### config.mk
export PLATFORM = sky130hd
export DESIGN_NAME = pwm_meas
export DESIGN_NICKNAME = d
export VERILOG_FILES = /design/src/rtl/pwm_meas_pkg.sv /design/src/rtl/pwm_meas_edge.sv /design/src/rtl/pwm_meas_timer.sv /design/src/rtl/pwm_meas_accum.sv /design/src/rtl/pwm_meas.sv
export SDC_FILE = /design/constraint.sdc
export NUM_CORES = 1
export LEC_CHECK = 0
export ABC_AREA = 1
export BUFFER_PORTS_ARGS = -buffer_cell sky130_fd_sc_hd__buf_2
export CORE_ASPECT_RATIO = 2
export CORE_UTILIZATION = 50
export CTS_CLUSTER_SIZE = 8
export DETAILED_ROUTE_END_ITERATION = 8
export GPL_TIMING_DRIVEN = 0
export PLACE_DENSITY_LB_ADDON = 0.12
export SYNTH_ARGS = -nofsm -noshare
export SYNTH_HDL_FRONTEND = slang
export SYNTH_SLANG_ARGS = --single-unit
### constraint.sdc
create_clock -name clk -period 2.46 [get_ports clk]
set_input_delay 0 -clock clk [delete_from_list [all_inputs] [get_ports clk]]
set_output_delay 0 -clock clk [all_outputs]
set_load 0.02 [all_outputs]
### src/rtl/pwm_meas_pkg.sv
package pwm_meas_pkg;
  typedef enum logic [1:0] {
    MODE_IDLE  = 2'd0,
    MODE_CONT  = 2'd1,
    MODE_BURST = 2'd2,
    MODE_BUSY  = 2'd3
  } meas_mode_e;
endpackage

### src/rtl/pwm_meas_edge.sv
module pwm_meas_edge #(
  parameter int SYNC_STAGES = 2
) (
  input  logic clk,
  input  logic rst_n,
  input  logic din,
  output logic rise,
  output logic fall
);
  localparam int LAST = SYNC_STAGES;

  logic [LAST:0] shreg_q;
  logic [LAST:0] shreg_d;

  always_comb begin
    shreg_d = {shreg_q[LAST-1:0], din};
  end

  always_ff @(posedge clk or negedge rst_n) begin
    if (!rst_n) shreg_q <= '0;
    else        shreg_q <= shreg_d;
  end

  // level is the synchronized sample, compared with the one before it
  always_comb begin
    rise = shreg_q[LAST-1] & ~shreg_q[LAST];
    fall = ~shreg_q[LAST-1] & shreg_q[LAST];
  end
endmodule

### src/rtl/pwm_meas_timer.sv
module pwm_meas_timer #(
  parameter int CNT_W = 32
) (
  input  logic             clk,
  input  logic             rst_n,
  input  logic             clear,
  input  logic             run,
  input  logic             restart,
  output logic [CNT_W-1:0] cnt
);
  localparam logic [CNT_W-1:0] CNT_MAX = '1;
  localparam logic [CNT_W-1:0] CNT_ONE = CNT_W'(1);

  logic [CNT_W-1:0] cnt_d;
  logic             cnt_en;

  always_comb begin
    cnt_en = clear | run;
    cnt_d  = cnt;
    if (clear)                cnt_d = '0;
    else if (restart)         cnt_d = CNT_ONE;
    else if (cnt != CNT_MAX)  cnt_d = cnt + CNT_ONE;
  end

  always_ff @(posedge clk or negedge rst_n) begin
    if (!rst_n)      cnt <= '0;
    else if (cnt_en) cnt <= cnt_d;
  end

  p_sat_hold_r4: assert property (@(posedge clk) disable iff (!rst_n)
    (run && !clear && !restart && cnt == CNT_MAX) |=> cnt == CNT_MAX);
  p_restart_one_r1: assert property (@(posedge clk) disable iff (!rst_n)
    (run && restart && !clear) |=> cnt == CNT_ONE);
endmodule

### src/rtl/pwm_meas_accum.sv
module pwm_meas_accum #(
  parameter int CNT_W  = 32,
  parameter int ACC_W  = 64,
  parameter int NCYC_W = 16
) (
  input  logic              clk,
  input  logic              rst_n,
  input  logic              clear,
  input  logic              en,
  input  logic              rise_ev,
  input  logic [CNT_W-1:0]  period,
  input  logic [CNT_W-1:0]  high,
  input  logic [NCYC_W-1:0] target,
  output logic [ACC_W-1:0]  acc_p,
  output logic [ACC_W-1:0]  acc_h,
  output logic [NCYC_W-1:0] ncyc,
  output logic              hit
);
  localparam int PAD_W = ACC_W - CNT_W;

  logic              skip_q, skip_d;
  logic [ACC_W-1:0]  acc_p_d, acc_h_d;
  logic [NCYC_W-1:0] ncyc_d, ncyc_inc;
  logic              take;
  logic              upd_en;

  always_comb begin
    ncyc_inc = ncyc + NCYC_W'(1);
    take     = en && rise_ev && !skip_q;
    hit      = take && (ncyc_inc == target);
    upd_en   = clear | (en & rise_ev);
    skip_d   = skip_q;
    acc_p_d  = acc_p;
    acc_h_d  = acc_h;
    ncyc_d   = ncyc;
    if (clear) begin
      skip_d  = 1'b1;
      acc_p_d = '0;
      acc_h_d = '0;
      ncyc_d  = '0;
    end else if (skip_q) begin
      skip_d = 1'b0;
    end else begin
      acc_p_d = acc_p + {{PAD_W{1'b0}}, period};
      acc_h_d = acc_h + {{PAD_W{1'b0}}, high};
      ncyc_d  = ncyc_inc;
    end
  end

  always_ff @(posedge clk or negedge rst_n) begin
    if (!rst_n) begin
      skip_q <= 1'b0;
      acc_p  <= '0;
      acc_h  <= '0;
      ncyc   <= '0;
    end else if (upd_en) begin
      skip_q <= skip_d;
      acc_p  <= acc_p_d;
      acc_h  <= acc_h_d;
      ncyc   <= ncyc_d;
    end
  end

  p_clear_zero_r5: assert property (@(posedge clk) disable iff (!rst_n)
    clear |=> (ncyc == '0 && acc_p == '0 && acc_h == '0));
  p_hold_results_r8: assert property (@(posedge clk) disable iff (!rst_n)
    (!en && !clear) |=> ($stable(acc_p) && $stable(acc_h) && $stable(ncyc)));
endmodule

### src/rtl/pwm_meas.sv
module pwm_meas #(
  parameter int CNT_W       = 32,
  parameter int ACC_W       = 64,
  parameter int NCYC_W      = 16,
  parameter int SYNC_STAGES = 2
) (
  input  logic              clk,
  input  logic              rst_n,
  input  logic              pwm_in,
  input  logic [1:0]        mode_sel,
  input  logic              start,
  input  logic [NCYC_W-1:0] target,
  output logic [CNT_W-1:0]  period_q,
  output logic [CNT_W-1:0]  high_q,
  output logic [ACC_W-1:0]  period_acc,
  output logic [ACC_W-1:0]  high_acc,
  output logic [NCYC_W-1:0] cycle_cnt,
  output logic              done,
  output logic [1:0]        mode_q
);
  import pwm_meas_pkg::*;

  meas_mode_e       mode_r, mode_d, req_mode;
  logic             rise, fall, rise_g, fall_g;
  logic             running, req_ok;
  logic             enter_cont, enter_burst, go_idle, burst_hit;
  logic             tmr_clear, tmr_run;
  logic [CNT_W-1:0] cnt;
  logic [CNT_W-1:0] hi_pend_q, hi_pend_d;
  logic [CNT_W-1:0] period_d, high_d;
  logic             pend_en, pub_en;

  pwm_meas_edge #(.SYNC_STAGES(SYNC_STAGES)) u_edge (
    .clk(clk), .rst_n(rst_n), .din(pwm_in), .rise(rise), .fall(fall)
  );

  always_comb begin
    req_mode    = meas_mode_e'(mode_sel);
    running     = (mode_r == MODE_CONT) || (mode_r == MODE_BURST);
    rise_g      = rise & running;
    fall_g      = fall & running;
    req_ok      = start && (req_mode != MODE_BUSY) && (req_mode != mode_r)
                  && (mode_r != MODE_BUSY);
    enter_cont  = req_ok && (req_mode == MODE_CONT);
    enter_burst = req_ok && (req_mode == MODE_BURST);
    go_idle     = req_ok && (req_mode == MODE_IDLE);
    tmr_clear   = enter_cont | enter_burst | go_idle | burst_hit;
    tmr_run     = running;
  end

  pwm_meas_timer #(.CNT_W(CNT_W)) u_timer (
    .clk(clk), .rst_n(rst_n), .clear(tmr_clear), .run(tmr_run),
    .restart(rise_g), .cnt(cnt)
  );

  pwm_meas_accum #(.CNT_W(CNT_W), .ACC_W(ACC_W), .NCYC_W(NCYC_W)) u_accum (
    .clk(clk), .rst_n(rst_n), .clear(enter_burst),
    .en(mode_r == MODE_BURST), .rise_ev(rise_g), .period(cnt),
    .high(hi_pend_q), .target(target), .acc_p(period_acc),
    .acc_h(high_acc), .ncyc(cycle_cnt), .hit(burst_hit)
  );

  // mode sequencing: a request overrides a completion in the same clock
  always_comb begin
    mode_d = mode_r;
    if (mode_r == MODE_BUSY)                        mode_d = MODE_IDLE;
    else if (burst_hit && mode_r == MODE_BURST)     mode_d = MODE_BUSY;
    if (req_ok)                                     mode_d = req_mode;
  end

  always_ff @(posedge clk or negedge rst_n) begin
    if (!rst_n) mode_r <= MODE_IDLE;
    else        mode_r <= mode_d;
  end

  // pending high time and continuous publish
  always_comb begin
    pend_en   = enter_cont | enter_burst | fall_g;
    hi_pend_d = (enter_cont | enter_burst) ? '0 : cnt;
    pub_en    = enter_cont | (rise_g & (mode_r == MODE_CONT));
    period_d  = enter_cont ? '0 : cnt;
    high_d    = enter_cont ? '0 : hi_pend_q;
  end

  always_ff @(posedge clk or negedge rst_n) begin
    if (!rst_n)       hi_pend_q <= '0;
    else if (pend_en) hi_pend_q <= hi_pend_d;
  end

  always_ff @(posedge clk or negedge rst_n) begin
    if (!rst_n) begin
      period_q <= '0;
      high_q   <= '0;
    end else if (pub_en) begin
      period_q <= period_d;
      high_q   <= high_d;
    end
  end

  always_comb begin
    done   = (mode_r == MODE_BUSY);
    mode_q = mode_r;
  end

  p_done_single_r7: assert property (@(posedge clk) disable iff (!rst_n)
    done |=> (!done && mode_q == 2'd0));
  p_idle_hold_r9: assert property (@(posedge clk) disable iff (!rst_n)
    (mode_q == 2'd0 && !start) |=> ($stable(period_q) && $stable(high_q)));
  p_busy_ignore_r11: assert property (@(posedge clk) disable iff (!rst_n)
    (start && mode_sel == 2'd3 && mode_q != 2'd3) |=> $stable(mode_q));
endmodule

==> results.md, run 1 <==
- Status: finished with violations
- Failing checks: DRC, hold timing, setup timing
- Async SR Flop Fraction: 1.00
- DR iter-0 viols: 1393
- First-pass GRT wire length: 117000 um
- Pwr dens: 636 mW/mm2
- Max Buffers Root-to-Sink: 3
- Fin worst setup slack: -0.0492 ns
- Routed vias: 21619
- CP required: 2.91 ns
- Peak supply drop: 865 uV
- Post-route ant nets: 0
- Number of fill cells: 3718
- Post-synth cell types: 44
- Pin count of the biggest net entering global routing: 112
- Max Clk Rate: 399 MHz
- Remaining Overflow, GRT: 0
- Vias in the first global route: 20998
- Post-Syn Area per Cell: 6.38 um2
- Max Slew Vio Count: 0
- Layout Skew: 0.0286 ns
- Post-DP HPWL: 62800 um
- Total negative setup slack: -0.610 ns
- Num CTS Buffers: 40
- Static Leakage: 12.6 nW
- WL final: 79900 um
- Syn Nets: 3157
- Vias per cell: 5.54
- Post-synth EDFFs: 0
- Main synth FF type: dfrtp_1
- Critical path's slowest cell: dfrtp_2
- WL per Instance: 20.5 um
- CTS clk-pin slew, worst paths: 0.05 ns
- Yosys reg bits: 278
- Core Box Area: 0.0387 mm2
- Crit share post-route: 1.02
- Worst EP arrival: 2.96 ns
- Clk_lat worst skew: 0.57 ns
- Max Fanout on Critical Path: 7
- CP max stage delay: 0.44 ns
- Yosys warnings: 0
- Initial antenna violation count: 0
- Clock H-tree levels: 2
- Total track usage: 0.396
- Slew @ Worst Pin: 0.884 ns
- Worst hold slack: -0.0209 ns
- # rows: 102
- Hold Crit Class: in -> async
- Critical path startpoint category: flop
- Starting Density: 0.505
- CTS tree: done
- Crit end category: flop
- Buf/Inv on CP: 2
- Setup WS pre-CTS: -0.537 ns
- Drt pass-1 iters: 8
- CTS Root Cell: clkbuf_16
- Die Y-Extent: 282 um
- Final setup violation count: 22
- Crit Path Class: reg -> reg
- Slew headroom: 0.411
- Post-Syn Instances: 3064
- Crit path top cell by count: nand2_1
- Fin nets: 3473
- Layout cells sized above 1: 0.155
- PortBufs: 232
- Die area: 0.0399 mm2
- Clock sinks: 278
- CP delay by family, top: simple AND/OR/NAND/NOR gates
- Area delta synth->final: 21.0%
- Unrepaired setup endpoints after global routing: true
- Seq/Total Area, Yosys: 0.356
- Cell Chain, Critical Path: ha_4 -> nand2_2 -> nor2_4 -> buf_6 -> nand4_1 -> nand2_1 -> nand2_1 -> nand2_1 -> nand2_1 -> nor2_2 -> nand3_4 -> nand2_8 -> clkbuf_16 -> nor2_1
- DRC: 1
- Post-Syn Area: 0.0195 mm2
- Final min period: 2.51 ns
- Final estimated routing congestion in global placement: 1.13
- I/O pins: 233
- Final Hold Fails: 7
- Maxcap violations: 0
- Die Width: 142 um
- Ant diodes: 0
state kept, by name (all words and copies together) (netlist names):
signal / flops
u_accum.acc_h: 64
u_accum.acc_p: 64
hi_pend_q: 32
high_q: 32
period_q: 32
u_timer.cnt: 32
u_accum.ncyc: 16
u_edge.shreg_q: 3
mode_q: 2
u_accum.skip_q: 1
synth_stat cells (5+ instances only):
library cell  number  area, um2
nand3_1          233       1170
nor3_1            47        235
o22ai_1           10       62.6
nand4_1           53        332
or2_2              9       56.3
inv_1            464       1740
buf_1             20       75.1
a21oi_1          125        626
a31oi_1            7       43.8
nand2_1         1004       3770
o21bai_1           5       37.5
o21ai_0          221       1110
nor4_1             8       50.1
ha_1              69        863
nor2_1           357       1340
xnor2_1           27        236
dfrtp_1          278       6960
nand3b_1          11       82.6
xor2_1            21        184
buf_2             13       65.1
clkbuf_1          41        154
power by group:
part / total (mW) / internal [mW] / switching [mW]
registers: 5.48 / 4.97 / 0.512
logic: 4.43 / 1.36 / 3.07
clock network: 5.11 / 2.90 / 2.21
cells in the final DEF, fill, tap and decap left out, drive strengths merged, types with 2 or more instances in the layout:
| cell type | synthesis | layout |
|---|---|---|
| buf | 38 | 305 |
| nor2 | 363 | 363 |
| nor3 | 49 | 49 |
| nor4 | 8 | 8 |
| dlygate4sd3 | 0 | 4 |
| fa | 2 | 2 |
| nand3b | 11 | 11 |
| o21a | 4 | 4 |
| o22ai | 10 | 10 |
| dfrtp | 278 | 278 |
| xor2 | 21 | 21 |
| ha | 69 | 69 |
| a31oi | 7 | 7 |
| nand2 | 1007 | 1007 |
| and2 | 4 | 4 |
| o21ai | 222 | 222 |
| o21bai | 5 | 5 |
| a22o | 2 | 2 |
| inv | 465 | 465 |
| nand4 | 53 | 53 |
| clkinv | 0 | 3 |
| nand3 | 234 | 234 |
| or2 | 9 | 9 |
| a21oi | 125 | 125 |
| clkbuf | 41 | 86 |
| and3 | 2 | 2 |
| xnor2 | 27 | 27 |
area by class of cell:
| class | instances | area, um2 | share of cell area |
|---|---|---|---|
| Buffer | 78 | 409 | 0.0173 |
| Clock buffer | 42 | 1010 | 0.0427 |
| Clock inverter | 3 | 76.3 | 0.00323 |
| Inverter | 465 | 1750 | 0.0739 |
| Multi-Input combinational cell | 2242 | 11100 | 0.472 |
| Sequential cell | 278 | 6990 | 0.296 |
| Tap cell | 520 | 651 | 0.0275 |
| Timing Repair Buffer | 275 | 1610 | 0.0682 |
metrics by stage:
step                      utilization  hold slack (ns)  std cells  total power, mW  cell area, um2
after floorplan                     -           -0.296       3064             7.78           19500
after global placement          0.552            0.110       3816             9.37           21300
after detailed placement        0.554          0.00166       3818             9.45           21400
after CTS                       0.591           0.0211       3875             14.7           22800
after global routing            0.611           0.0528       3903             15.6           23600
final                           0.611          -0.0209       3903             15.0           23600
layer usage:
| metal | vias up | global-route usage | part of all wire |
|---|---|---|---|
| met1 | 10013 | 0.370 | 0.33 |
| met3 | 363 | 0.0632 | 0.057 |
| li1 | 10295 | - | - |
| met5 | - | 0 | 0 |
| met4 | 0 | 0.373 | 0.11 |
| met2 | 948 | 0.723 | 0.51 |
worst paths after layout:
path	start	end	slack, ns	cells after the start
min in group clk	pwm_in	u_edge.shreg_q[0]	0.10	2
setup reg to reg	u_accum.ncyc[0]	u_timer.cnt[23]	-0.05	14
max in group asynchronous	rst_n	mode_q[0]	1.41	3
setup / recovery	u_accum.ncyc[0]	u_timer.cnt[23]	-0.05	14
hold reg to reg	u_edge.shreg_q[0]	u_edge.shreg_q[1]	0.35	0
hold / removal	rst_n	u_accum.acc_p[58]	-0.02	2
cell families after synthesis:
group	count (synthesis)	share of synthesized area
buffers and inverters	544	0.107
flip-flops	278	0.356
XOR/XNOR	48	0.0215
AND/OR/NAND/NOR	1743	0.368
adder cells (fa/ha/maj)	71	0.0462
AO/OA/AOI/OAI	380	0.101
repair_timing:
action / 4_1_cts / 5_1_grt
buffers inserted: 9 / 26
hold buffers: 4 / 0
cloned: 0 / 2
endpoints found under the setup margin: 272 / 183
gates resized for setup: 99 / 138
endpoints found under the hold margin: 144 / 0
pin swaps: 4 / 15
Power figures use the tool's default switching activity.
==> run 2, diff against run 1 <==
--- a/config.mk
+++ b/config.mk
@@ -13,6 +13,7 @@
 export DETAILED_ROUTE_END_ITERATION = 8
 export GPL_TIMING_DRIVEN = 0
 export PLACE_DENSITY_LB_ADDON = 0.12
+export RECOVER_POWER = 100
 export SYNTH_ARGS = -nofsm -noshare
 export SYNTH_HDL_FRONTEND = slang
 export SYNTH_SLANG_ARGS = --single-unit
==> run 2 against run 1 <==
The run ends with DRC, capacitance limit, slew limit, setup timing left. Critical path depth is the same. Clock power about the same. Largest power group unchanged. Flip-flop and latch count unchanged. Sequential power about the same. Global-route usage stayed put. Non-clock buffer count is the same.
==> results.md, run 2 (synthesis results as in run 1) <==
- Status: finished with violations
- Failing checks: DRC, capacitance limit, slew limit, setup timing
- RR Startpoint: u_accum.ncyc[0]
- Peak supply drop: 837 uV
- Crit path top cell by count: nand2_1
- Clock sinks: 278
- Pin count of the biggest net entering global routing: 112
- WL final: 79900 um
- Most common cell after layout, fill and taps aside: nand2_1
- CTS tree: done
- First-pass GRT wire length: 117000 um
- Clock H-tree levels: 2
- Core Box Area: 0.0387 mm2
- CTS clk-pin slew, worst paths: 0.05 ns
- Die Width: 142 um
- Total negative setup slack: -0.144 ns
- DP Area: 0.0214 mm2
- Final estimated routing congestion in global placement: 1.13
- Layout Skew: 0.0240 ns
- Unrepaired setup endpoints after global routing: true
- Crit end category: flop
- DR iter-0 viols: 1419
- Final min period: 2.48 ns
- Total track usage: 0.396
- CTS Root Cell: clkbuf_16
- Clk_lat worst skew: 0.57 ns
- Worst hold slack: 0.107 ns
- Die area: 0.0399 mm2
- Post-DP HPWL: 62800 um
- PortBufs: 232
- Worst EP arrival: 2.94 ns
- Biggest regs: u_accum.acc_h x64, u_accum.acc_p x64
- Initial antenna violation count: 0
- CP required: 2.92 ns
- Die Y-Extent: 282 um
- Vias per cell: 5.53
- Worst reg2reg path depth: 14
- # rows: 102
- Routed vias: 21590
- Fin nets: 3473
- Ant diodes: 0
- CP max stage delay: 0.43 ns
- WHS Endpoint: u_edge.shreg_q[0]
- Final setup violation count: 19
- Placed cells: 3818
- Static Leakage: 11.7 nW
- Remaining Overflow, GRT: 0
- Final Hold Fails: 0
- Drt pass-1 iters: 8
- Crit Path Class: reg -> reg
- Non-Filler Instances: 3903
- Cell Chain, Critical Path: ha_4 -> nand2_2 -> nor2_4 -> buf_6 -> nand4_1 -> nand2_1 -> nand2_1 -> nand2_1 -> nand2_1 -> nor2_2 -> nand3_4 -> nand2_8 -> clkbuf_16 -> nor2_1
- Num CTS Buffers: 40
- Critical R2R Capture: u_timer.cnt[23]
- Area delta synth->final: 19.6%
- Vias in the first global route: 20998
- R2R setup slack: -0.02 ns
- Hold Crit Class: in -> reg
- Worst Hold Launch: pwm_in
- Maxcap violations: 1
- Slew headroom: -0.352
- Max Buffers Root-to-Sink: 3
- Most frequent cells in the layout: nand2_1, inv_1, nor2_1
- Critical path's slowest cell: dfrtp_2
- Max Clk Rate: 403 MHz
- Critical path startpoint category: flop
- Post-route ant nets: 0
- I/O pins: 233
- Max Slew Vio Count: 67
- Fin worst setup slack: -0.0221 ns
- Final Util: 0.604
- WL per Instance: 20.5 um
- Pwr dens: 641 mW/mm2
- Max Fanout on Critical Path: 7
- Slew @ Worst Pin: 2.03 ns
- Hold Path Cell Cnt: 2
- Crit share post-route: 1.01
- Fin area: 0.0234 mm2
- Starting Density: 0.505
- Layout cells sized above 1: 0.0928
- DRC: 1
run 2: cell count changes in the layout (fill, tap and decap cells not counted), moves of 3 or more:
cell,change
dfrtp_2,-3
buf_4,-3
buf_2,-217
clkbuf_2,+11
clkbuf_4,+3
clkbuf_1,+211
buf_1,-4
dfrtp_1,+3
run 2: report_power, final:
| part | leakage, nW | internal, mW | switching (mW) |
|---|---|---|---|
| registers | 3.80 | 4.97 | 0.519 |
| logic | 7.41 | 1.29 | 3.08 |
| clock network | 0.525 | 2.90 | 2.21 |
| total | 11.7 | 9.17 | 5.80 |
run 2: cell type report:
class	count	area [um2]
Clock inverter	3	76.3
Buffer	78	409
Tap cell	520	651
Inverter	465	1750
Timing Repair Buffer	275	1340
Multi-Input combinational cell	2242	11100
Fill cell	3844	15300
Clock buffer	42	1010
Sequential cell	278	6990
run 2: worst max path at each step:
| stage | start | endpoint | depth (start not counted) |
|---|---|---|---|
| floorplan | u_accum.acc_h[0] | u_accum.acc_h[24] | 14 |
| global placement | rst_n | high_q[8] | 1 |
| detailed placement | mode_q[0] | u_accum.acc_p[47] | 10 |
| CTS | u_timer.cnt[8] | u_accum.acc_p[57] | 12 |
| global route | u_accum.ncyc[0] | u_timer.cnt[23] | 14 |
| finish | u_accum.ncyc[0] | u_timer.cnt[23] | 14 |
run 2: timing repair:
action,4_1_cts,5_1_grt
endpoints found under the setup margin,272,183
pin swaps,4,15
buffers inserted,9,26
resized for setup,99,138
hold buffers,4,0
gates cloned,0,2
hold endpoints to repair,144,0
run 2: critical path, delay by kind of cell (launching register included):
kind / cells / cell delay [ns]
DFF: 1 / 0.43
adders and majority gates: 1 / 0.17
buffers and inverters: 2 / 0.31
and+or+nand+nor: 11 / 1.45
run 2: routing by layer:
layer | up-vias | global-route usage | routed length (um)
met5 | - | 0 | 0
met4 | 0 | 0.373 | 8900
met3 | 385 | 0.0632 | 4390
met2 | 931 | 0.723 | 40200
met1 | 9981 | 0.370 | 26500
li1 | 10293 | - | -
run 2: metrics by stage:
step                      setup WS (ns)  power [mW]
after detailed placement         -0.537        9.45
after global routing             -0.115        15.5
after global placement            -3.91        9.37
final                           -0.0221        15.0
after CTS                      0.000105        14.7
after floorplan                  0.0513        7.78
==> run 3, diff against run 2 <==
--- a/config.mk
+++ b/config.mk
@@ -16,4 +16,5 @@
 export RECOVER_POWER = 100
 export SYNTH_ARGS = -nofsm -noshare
 export SYNTH_HDL_FRONTEND = slang
+export SYNTH_HIERARCHICAL = 1
 export SYNTH_SLANG_ARGS = --single-unit
==> run 3 against run 2 <==
The flow finishes with violations (capacitance limit, slew limit, setup timing). Synthesized cell count grew 6.5%. Die area grew 4.7%. Clock power is essentially flat. Highest routed layer is now met5. Clock skew grew 0.011 ns. Via count grew 2.8%. Hold slack gained 0.0014 ns. Non-clock buffer count shrank 1. Synthesized area grew 4.8%. Register-to-register slack lost 0.50 ns.
==> results.md, run 3 <==
- First-pass GRT wire length: 122000 um
- Core Box Area: 0.0403 mm2
- Clock H-tree levels: 2
- Synth top area share: 0.340
- Final min period: 2.98 ns
- Layout Skew: 0.0351 ns
- Cell with the most instances after synthesis: nand2_1
- Remaining Overflow, GRT: 0
- Post-DP HPWL: 65300 um
- Net Sw Frac: 0.335
- Post-Syn Area per Cell: 6.27 um2
- Vias in the first global route: 21656
- Post-Syn Instances: 3262
- Max Clk Rate: 335 MHz
- DRC: 0
- Critical path startpoint category: flop
- CTS tree: done
- Most common cell after layout, fill and taps aside: nand2_1
- Hold Crit Class: in -> reg
- Fin worst setup slack: -0.521 ns
- Status: finished with violations
- Seq/Total Area, Yosys: 0.340
- CTS clk-pin slew, worst paths: 0.05 ns
- Clk_lat worst skew: 0.57 ns
- Max Slew Vio Count: 68
- Vias per cell: 5.39
- Final estimated routing congestion in global placement: 0.992
- Ant diodes: 0
- Die area: 0.0418 mm2
- Yosys warnings: 6
- Pwr dens: 542 mW/mm2
- Die Y-Extent: 288 um
- Most frequent cells in the layout: nand2_1, inv_1, nor2_1
- PortBufs: 232
- Pint: 8.76 mW
- Final setup violation count: 149
- Max Fanout on Critical Path: 10
- Initial antenna violation count: 1
- Unrepaired setup endpoints after global routing: true
- Final Util: 0.602
- Biggest regs: u_accum/acc_h x64, u_accum/acc_p x64
- Layout cells sized above 1: 0.107
- Starting Density: 0.507
- Peak supply drop: 571 uV
- CTS Root Cell: clkbuf_16
- Final Hold Fails: 0
- Pin count of the biggest net entering global routing: 110
- Static Leakage: 12.9 nW
- Num CTS Buffers: 40
- Fin area: 0.0243 mm2
- Sequential power share: 0.370
- WL final: 82400 um
- Area delta synth->final: 18.7%
- DP Area: 0.0224 mm2
- Drt pass-1 iters: 6
- # rows: 104
- Post-route ant nets: 0
- Largest cells by area after synthesis: dfrtp_1, nand2_1, inv_1
- Slew @ Worst Pin: 1.83 ns
- Die Width: 145 um
- Syn Nets: 3355
- Worst EP arrival: 3.42 ns
- Main synth FF type: dfrtp_1
- Total track usage: 0.389
- Fin nets: 3675
- Synth area leader: dfrtp_1
- Crit Path Class: reg -> reg
- Crit share post-route: 1.21
- Clock power frac: 0.389
- Post-synth cell types: 47
- DR iter-0 viols: 1362
- Synth top cells by count: nand2_1, inv_1, nor2_1
- I/O pins: 233
- Failing checks: capacitance limit, slew limit, setup timing
- Yosys reg bits: 278
- Post-Syn Area: 0.0205 mm2
- Maxcap violations: 1
- Comb power frac: 0.241
- Routed vias: 22196
- CP required: 2.90 ns
- Slew headroom: -0.223
- Post-synth EDFFs: 0
- Crit end category: flop
- WL per Instance: 20.0 um
- Clock sinks: 278
- Switching pwr: 4.40 mW
- Async SR Flop Fraction: 1.00
- Max Buffers Root-to-Sink: 3
==> run 3: cell count changes after synthesis, moves of 20 or more <==
cell	before	now
o21ai_0	221	126
nand2_2	2	27
clkbuf_1	41	21
nor3_1	47	20
nand4_1	53	32
nand2_1	1004	1216
nand3_1	233	198
nor2_2	3	25
inv_1	464	502
nor2_1	357	386
xnor2_1	27	7
==> run 3: per-stage QoR <==
| stage | hold WS (ns) | setup slack (ns) | instances | TNS [ns] | total power, mW |
|---|---|---|---|---|---|
| 2_1_floorplan | -0.296 | -0.158 | 3262 | -4.45 | 6.62 |
| 3_3_place_gp | 0.108 | -4.45 | 4024 | -1165.71 | 7.49 |
| 3_5_place_dp | -0.00328 | -1.16 | 4026 | -89.48 | 7.54 |
| 4_1_cts | 0.00172 | -0.482 | 4096 | -15.44 | 13.0 |
| 5_1_grt | 0.122 | -0.643 | 4115 | -83.90 | 13.6 |
| 6_report | 0.108 | -0.521 | 4115 | -23.09 | 13.2 |
==> run 3: path summary, 6_finish.rpt <==
kind                                    from                 to  slack (ns)  cells past startpoint
setup reg to reg                   mode_q[0]     u_timer/cnt[9]       -0.52                     21
hold / removal                        pwm_in  u_edge/shreg_q[0]        0.11                      2
setup / recovery                   mode_q[0]     u_timer/cnt[9]       -0.52                     21
min in group asynchronous              rst_n     u_timer/cnt[7]        0.49                      2
hold reg to reg            u_edge/shreg_q[0]  u_edge/shreg_q[1]        0.38                      0
max in group asynchronous              rst_n  u_accum/acc_h[62]       -0.10                      4
==> run 3: critical path, stage by stage, from the launching register on <==
cell and delay [ns]:
dfrtp_2 0.41, inv_2 0.08, ha_4 0.22, nor2_4 0.14
buf_8 0.12, nand2_8 0.06, nor2_4 0.13, buf_12 0.13
nand3_2 0.05, nor2_1 0.09, nand3_1 0.09, nor2_1 0.12
nand3_2 0.12, nor2_1 0.11, nand2_1 0.09, nor2_4 0.14
inv_2 0.06, nand2_4 0.10, clkinvlp_4 0.17, nand2_4 0.17
buf_8 0.18, o21ai_2 0.06
==> run 3: power groups by stage <==
stage	registers, mW	clock network (mW)	logic (mW)
detailed placement	4.94	0	2.60
finish	4.88	5.12	3.17
global placement	4.94	0	2.55
CTS	4.86	5.21	2.89
global route	4.88	5.37	3.36
floorplan	4.95	0	1.66
==> run 3: layout make-up <==
type / instances / area [um2]
Fill cell: 4059 / 16100
Multi-Input combinational cell: 2392 / 11600
Sequential cell: 278 / 6970
Inverter: 518 / 1960
Timing Repair Buffer: 278 / 1370
Clock buffer: 42 / 1020
Buffer: 74 / 671
Tap cell: 530 / 663
Clock inverter: 3 / 70.1
==> run 3: what timing repair did <==
| action | CTS | global route |
|---|---|---|
| hold buffers | 6 | 0 |
| pin swaps | 7 | 8 |
| gates cloned | 0 | 3 |
| resized for setup | 101 | 78 |
| endpoints found under the setup margin | 176 | 164 |
| setup buffers | 19 | 17 |
| endpoints found under the hold margin | 142 | 0 |
==> run 3: metal layers <==
metal  routed length (um)  part of all wire  track usage
met5                    9           0.00011            0
met4                10700              0.13        0.433
met3                 4570             0.055       0.0548
met2                41500              0.50        0.717
met1                25700              0.31        0.345
==> run 3: cells by family after synthesis <==
kind of cell | share of synthesized area
XOR/XNOR | 0.00752
flip-flops | 0.340
buffers and inverters | 0.116
AND/OR/NAND/NOR | 0.409
adder cells (fa/ha/maj) | 0.0441
AO/OA/AOI/OAI | 0.0830
